<file path="src/rtl/cls_pkg.sv">
package cls_pkg;

  typedef enum logic [1:0] {
    ST_IDLE  = 2'd0,
    ST_PILOT = 2'd1,
    ST_CYC1  = 2'd2,
    ST_CYC2  = 2'd3
  } cls_state_e;

  // inclusive range test on a tick count
  function automatic logic in_span(int unsigned v, int unsigned lo, int unsigned hi);
    return (v >= lo) && (v <= hi);
  endfunction

  // short cycle: both halves together under the limit
  function automatic logic is_click(int unsigned a, int unsigned b, int unsigned lim);
    return (a + b) < lim;
  endfunction

  // slow cycle: each half shorter than a pilot, total inside the sync span
  function automatic logic is_sync(int unsigned a, int unsigned b, int unsigned half_lim,
                                   int unsigned lo, int unsigned hi);
    return (a < half_lim) && (b < half_lim) && in_span(a + b, lo, hi);
  endfunction

endpackage

</file>
<file path="src/rtl/cls_edge_sync.sv">
module cls_edge_sync #(
  parameter int unsigned STAGES = 2
) (
  input  logic clk,
  input  logic rst_n,
  input  logic din,
  output logic lvl_chg
);
  logic [STAGES:0] sh;

  always_ff @(posedge clk) begin
    if (!rst_n) sh <= '0;
    else        sh <= {sh[STAGES-1:0], din};
  end

  // change of the synchronised level
  assign lvl_chg = sh[STAGES-1] ^ sh[STAGES];
endmodule

</file>
<file path="src/rtl/cls_half_timer.sv">
module cls_half_timer #(
  parameter int unsigned TW        = 14,
  parameter int unsigned TIMEOUT_T = 6000
) (
  input  logic          clk,
  input  logic          rst_n,
  input  logic          tick,
  input  logic          clr,
  output logic [TW-1:0] timer,
  output logic          tmo
);
  localparam logic [TW-1:0] T_MAX = '1;

  always_ff @(posedge clk) begin
    if (!rst_n)                     timer <= '0;
    else if (clr)                   timer <= '0;
    else if (tick && timer != T_MAX) timer <= timer + 1'b1;
  end

  assign tmo = (32'(timer) >= TIMEOUT_T);
endmodule

</file>
<file path="src/rtl/cls_group_table.sv">
module cls_group_table #(
  parameter int unsigned IDX_W = 2,
  parameter int unsigned CNT_W = 8,
  parameter int unsigned GRP_LEN [1<<IDX_W] = '{228, 220, 224, 222},
  parameter int unsigned FIX_LEN = 250
) (
  input  logic [IDX_W-1:0] idx,
  input  logic             fixed_mode,
  output logic [CNT_W-1:0] load_val
);
  localparam int unsigned N_ENT   = 1 << IDX_W;
  localparam int unsigned CNT_MOD = 1 << CNT_W;

  // counter start value so that the Nth increment rolls over to zero
  function automatic logic [CNT_W-1:0] preload(int unsigned n);
    return CNT_W'((CNT_MOD - (n % CNT_MOD)) % CNT_MOD);
  endfunction

  logic [CNT_W-1:0] ent [N_ENT];

  for (genvar g = 0; g < N_ENT; g++) begin : g_ent
    assign ent[g] = preload(GRP_LEN[g]);
  end

  assign load_val = fixed_mode ? preload(FIX_LEN) : ent[idx];
endmodule

</file>
<file path="src/rtl/click_leader_sync.sv">
module click_leader_sync
  import cls_pkg::*;
#(
  parameter int unsigned PILOT_T   = 2168,
  parameter int unsigned TIMEOUT_T = 6000,
  parameter int unsigned CLICK_MAX = 2000,
  parameter int unsigned SYNC_MIN  = 2400,
  parameter int unsigned SYNC_MAX  = 3800,
  parameter int unsigned IDX_W     = 2,
  parameter int unsigned CNT_W     = 8,
  parameter int unsigned GRP_LEN [1<<IDX_W] = '{228, 220, 224, 222},
  parameter int unsigned FIX_LEN   = 250
) (
  input  logic             clk,
  input  logic             rst_n,
  input  logic             tick,
  input  logic             tape_in,
  input  logic             fixed_mode,
  output logic             sync_found,
  output logic [1:0]       state_o,
  output logic [IDX_W-1:0] grp_idx
);
  localparam int unsigned PIL_LO = PILOT_T * 3 / 4;
  localparam int unsigned PIL_HI = PILOT_T * 5 / 4;
  localparam int unsigned TW     = $clog2(TIMEOUT_T + 1) + 1;

  cls_state_e       state_q, state_d;
  logic [CNT_W-1:0] cnt_q, cnt_d, cnt_inc, load_val;
  logic [IDX_W-1:0] idx_q, idx_d, tbl_idx;
  logic [TW-1:0]    first_q, first_d, timer;
  logic             pulse_q, pulse_d;
  logic             lvl_chg, tmo;
  logic             pilot_ok, click_ok, sync_ok;

  cls_edge_sync #(.STAGES(2)) u_edge (
    .clk(clk), .rst_n(rst_n), .din(tape_in), .lvl_chg(lvl_chg)
  );

  cls_half_timer #(.TW(TW), .TIMEOUT_T(TIMEOUT_T)) u_timer (
    .clk(clk), .rst_n(rst_n), .tick(tick), .clr(lvl_chg), .timer(timer), .tmo(tmo)
  );

  // entry 0 when starting from idle, next entry after a click
  assign tbl_idx = (state_q == ST_IDLE) ? '0 : idx_q + 1'b1;

  cls_group_table #(.IDX_W(IDX_W), .CNT_W(CNT_W), .GRP_LEN(GRP_LEN), .FIX_LEN(FIX_LEN)) u_tbl (
    .idx(tbl_idx), .fixed_mode(fixed_mode), .load_val(load_val)
  );

  // classification of the half period that ends on this edge
  assign pilot_ok = in_span(32'(timer), PIL_LO, PIL_HI);
  assign click_ok = is_click(32'(first_q), 32'(timer), CLICK_MAX);
  assign sync_ok  = is_sync(32'(first_q), 32'(timer), PIL_LO, SYNC_MIN, SYNC_MAX);
  assign cnt_inc  = cnt_q + 1'b1;

  always_comb begin
    state_d = state_q;
    cnt_d   = cnt_q;
    idx_d   = idx_q;
    first_d = first_q;
    pulse_d = 1'b0;
    if (lvl_chg) begin
      unique case (state_q)
        ST_IDLE: begin
          state_d = ST_PILOT;
          idx_d   = '0;
          cnt_d   = load_val;
        end
        ST_PILOT: begin
          if (!pilot_ok) begin
            state_d = ST_IDLE;
          end else begin
            cnt_d = cnt_inc;
            if (cnt_inc == '0) state_d = ST_CYC1;
          end
        end
        ST_CYC1: begin
          first_d = timer;
          state_d = ST_CYC2;
        end
        ST_CYC2: begin
          if (click_ok) begin
            state_d = ST_PILOT;
            idx_d   = tbl_idx;
            cnt_d   = load_val;
          end else if (sync_ok) begin
            pulse_d = 1'b1;
            state_d = ST_IDLE;
          end else begin
            state_d = ST_IDLE;
          end
        end
        default: state_d = ST_IDLE;
      endcase
    end else if (state_q != ST_IDLE && tmo) begin
      state_d = ST_IDLE;
    end
  end

  always_ff @(posedge clk) begin
    if (!rst_n) begin
      state_q <= ST_IDLE;
      cnt_q   <= '0;
      idx_q   <= '0;
      first_q <= '0;
      pulse_q <= 1'b0;
    end else begin
      state_q <= state_d;
      cnt_q   <= cnt_d;
      idx_q   <= idx_d;
      first_q <= first_d;
      pulse_q <= pulse_d;
    end
  end

  assign sync_found = pulse_q;
  assign state_o    = state_q;
  assign grp_idx    = idx_q;
endmodule

</file>
<file path="config.mk">
export PLATFORM = sky130hd
export DESIGN_NAME = click_leader_sync
export DESIGN_NICKNAME = d
export VERILOG_FILES = /design/src/rtl/cls_pkg.sv /design/src/rtl/cls_edge_sync.sv /design/src/rtl/cls_half_timer.sv /design/src/rtl/cls_group_table.sv /design/src/rtl/click_leader_sync.sv
export SDC_FILE = /design/constraint.sdc
export NUM_CORES = 1
export LEC_CHECK = 0
export ABC_AREA = 1
export BUFFER_PORTS_ARGS = -buffer_cell sky130_fd_sc_hd__buf_2
export CAP_MARGIN = 25
export CORE_AREA = 2 2 99 101
export DETAILED_ROUTE_END_ITERATION = 6
export DIE_AREA = 0 0 101 103
export HOLD_SLACK_MARGIN = 0.02
export PLACE_DENSITY = 0.48
export SLEW_MARGIN = 0
export SYNTH_ARGS = -nofsm -noshare
export SYNTH_HDL_FRONTEND = slang
export SYNTH_SLANG_ARGS = --single-unit
</file>
<file path="constraint.sdc">
create_clock -name clk -period 2.32 [get_ports clk]
set_input_delay 0.348 -clock clk [delete_from_list [all_inputs] [get_ports clk]]
set_output_delay 0.348 -clock clk [all_outputs]
set_load 0.1 [all_outputs]
</file>
==> out/qor.csv <==
stage;metric;value;unit
status;outcome;completed;
global_route;grt_pass1_wl;14380;um
floorplan;die_h;103;um
timing;fin_setup_tns;0;ns
layout;register_area;884.6;um2
timing;setup_viol;0;
critical_path;crit_fanout;3;
run;max_cap_viol_count;0;
place;gp_congestion;0.8611;
floorplan;dieArea;10400;um2
timing;finClkSkew;0.009938;ns
floorplan;start_util;33.62;%
routing;first_pass_iters;4;
clocking;htreeDepth;2;
floorplan;ios;10;
layout;final_layout_size_suffix_gt1_share;20.72;%
routing;routed_wl;8848;um
clocking;clkTransAtPathRegs;0.10;ns
clocking;clockBufferDepth;2;
yosys;netlist.area_leader.share;27.69;%
global_route;gr-usage-all-layers;17.37;%
layout;multiInputGateArea;2237;um2
layout;final_cell_mix;125 x nand2_1, 76 x inv_1, 54 x nor2_1, 41 x a21oi_1, 41 x dfxtp_1;
routing;drt-initial-drc-count;98;
critical_path;crit_arrival;2.50;ns
yosys;synth_warnings;0;
routing;drcViolationCount;0;
global_route;grt_pass1_vias;3067;
yosys;seq_area_frac_synth;27.69;%
routing;final_antenna_net_count;0;
layout;nets;577;
layout;syn_to_final_growth;24.51;%
timing;fin_crit_sh;98.66;%
layout;n_antenna_cell;0;
timing;finalCriticalPeriod;2.289;ns
pwr;p_leak;1.814;nW
yosys;synthTopCellsByArea;dfxtp_1 28%, nand2_1 17%, inv_1 9.1%;
floorplan;core_area;9459;um2
global_route;antenna_found_initial;0;
pwr;irDropWorstVdd;0.0002089;V
clocking;clock-sinks;44;
routing;post_drt_wl_per_cell;13.23;um
critical_path;end_kind;register;
pwr;powerDensity;429.6;nW/um2
layout;final.fill_count;1045;
critical_path;path_class;reg2reg;
clocking;insertion_delay;0.31;ns
clocking;cts_buffers;5;
critical_path;worstSetupStartpointType;register;
routing;viasPerCell;4.892;
clocking;root_buffer;clkbuf_8;
place;placement.cell_area;3533;um2
global_route;grt_remaining_overflow;0;
timing;rsz0062_at_grt;true;
layout;post-route-util;41.87;%
layout;fin_area;3960;um2
yosys;syn_nets;534;
global_route;grt_max_degree;30;
yosys;synth_area;3181;um2
timing;max_freq;0.4369;GHz
clocking;hold_buffers;0;
yosys;synth.avg_cell_area;6.224;um2
timing;worstMarginPinSlew;0.4881;ns
timing;hold_viol_final;0;
yosys;ys_seq_elements;44;
yosys;synth_area_leader_cell;dfxtp_1;
timing;holdWs;0.2155;ns
routing;num_vias;3273;
worst_hold_path;min_path_type;in2reg;
yosys;syn_inst;511;
yosys;ys_types;37;
clocking;cts_tree;yes;
layout;mostFrequentLayoutCell;nand2_1;
place;place_hpwl;6811;um
floorplan;rows;36;
place;io_buffers;9;
timing;relSlewSlack;67.69;%
timing;slew_violations;0;
pwr;totalPowerFinal;0.001701;W
critical_path;crit_required;2.53;ns
floorplan;die_x;101;um
-- per-stage QoR --
stage               cells  setup WS, ns
floorplan             511        0.1498
global placement      655      -0.01337
detailed placement    655      -0.05819
CTS                   664      0.007251
global route          669       -0.1207
finish                669       0.03120
-- cell usage after synthesis --
master	instances
a21o_1	1
a21oi_1	44
a22oi_1	1
a31oi_1	1
a32oi_1	1
and2_1	1
and3_1	1
buf_4	1
buf_6	1
clkbuf_1	3
dfxtp_1	44
fa_1	1
ha_1	17
inv_1	77
nand2_1	141
nand2_2	6
nand2_4	1
nand3_1	27
nand3_2	1
nand3b_1	3
nand4_1	12
nand4_2	1
nor2_1	59
nor2_2	2
nor2_4	2
nor3_1	11
nor3_2	1
nor3b_1	2
nor4_1	3
o21ai_0	28
o21bai_1	2
o21bai_4	1
or2_1	1
or2_2	2
xnor2_1	1
xor2_1	9
xor2_2	1
-- sequential cells by signal, summed over array words and instances (netlist names) --
signal,cells
u_timer.timer,14
u_edge.sh,3
first_q,14
grp_idx,2
cnt_q,8
sync_found,1
state_o,2
-- final cells by class --
type,instances,area share (%)
clock buffer,6,2.085
clock inverter,2,0.9795
inverter,77,7.299
multi-input combinational,386,56.49
sequential,44,22.34
tap,114,3.602
timing repair buffer,40,7.204
-- what timing repair did --
item,CTS,global route
cloned,1,0
pin swaps,1,23
hold endpoints to repair,0,0
setup buffers,0,5
resized for setup,4,59
endpoints found under the setup margin,8,14
-- worst paths after layout --
kind	start	to	slack, ns	cells past startpoint
worst max-delay path	u_timer.timer[0]$_SDFFE_PP0P_	grp_idx[1]$_SDFFE_PN0P_	0.03	17
worst min-delay path	tape_in	u_edge.sh[0]$_SDFF_PN0_	0.22	3
worst max register to register	u_timer.timer[0]$_SDFFE_PP0P_	grp_idx[1]$_SDFFE_PN0P_	0.03	17
worst min register to register	u_edge.sh[0]$_SDFF_PN0_	u_edge.sh[1]$_SDFF_PN0_	0.42	2
-- report_power, final --
group | switching (W) | total (W) | internal (W)
Clock | 0.000296 | 0.000649 | 0.000353
Combinational | 0.000162 | 0.000248 | 0.0000858
Sequential | 0.0000237 | 0.000804 | 0.000781
-- layer usage --
| metal | share of wire (%) | track usage [%] | up-vias | wire length, um |
|---|---|---|---|---|
| met5 | 0 | 0 | - | 0 |
| met4 | 2.7 | 6.757 | 0 | 241 |
| met3 | 2.2 | 2.373 | 20 | 196 |
| met2 | 44 | 27.64 | 41 | 3929 |
| met1 | 51 | 23.91 | 1477 | 4480 |
| li1 | - | - | 1735 | - |
-- critical path, stage by stage, from the launching register on --
cell	delay (ns)
dfxtp_2	0.34
ha_4	0.16
fa_2	0.41
nand3_2	0.12
nand3_4	0.10
nand2_2	0.10
nand3_2	0.07
nand2_2	0.08
nand2_4	0.07
nor2_4	0.09
nand2_2	0.07
nor2_4	0.17
buf_6	0.12
o21bai_4	0.06
nand2_2	0.09
nand2_1	0.05
nand2_1	0.05
nor2_1	0.04
-- cell families (layout without fill, tap and decap cells) --
| group | Yosys count | after routing | synth area share (%) |
|---|---|---|---|
| buf+inv | 82 | 125 | 10.03 |
| compound gates | 79 | 80 | 13.34 |
| flops | 44 | 44 | 27.69 |
| fa+ha+maj | 18 | 18 | 7.317 |
| xor+xnor | 11 | 11 | 3.265 |
| simple gates | 277 | 277 | 38.36 |
(Power assumes the default switching activity.)
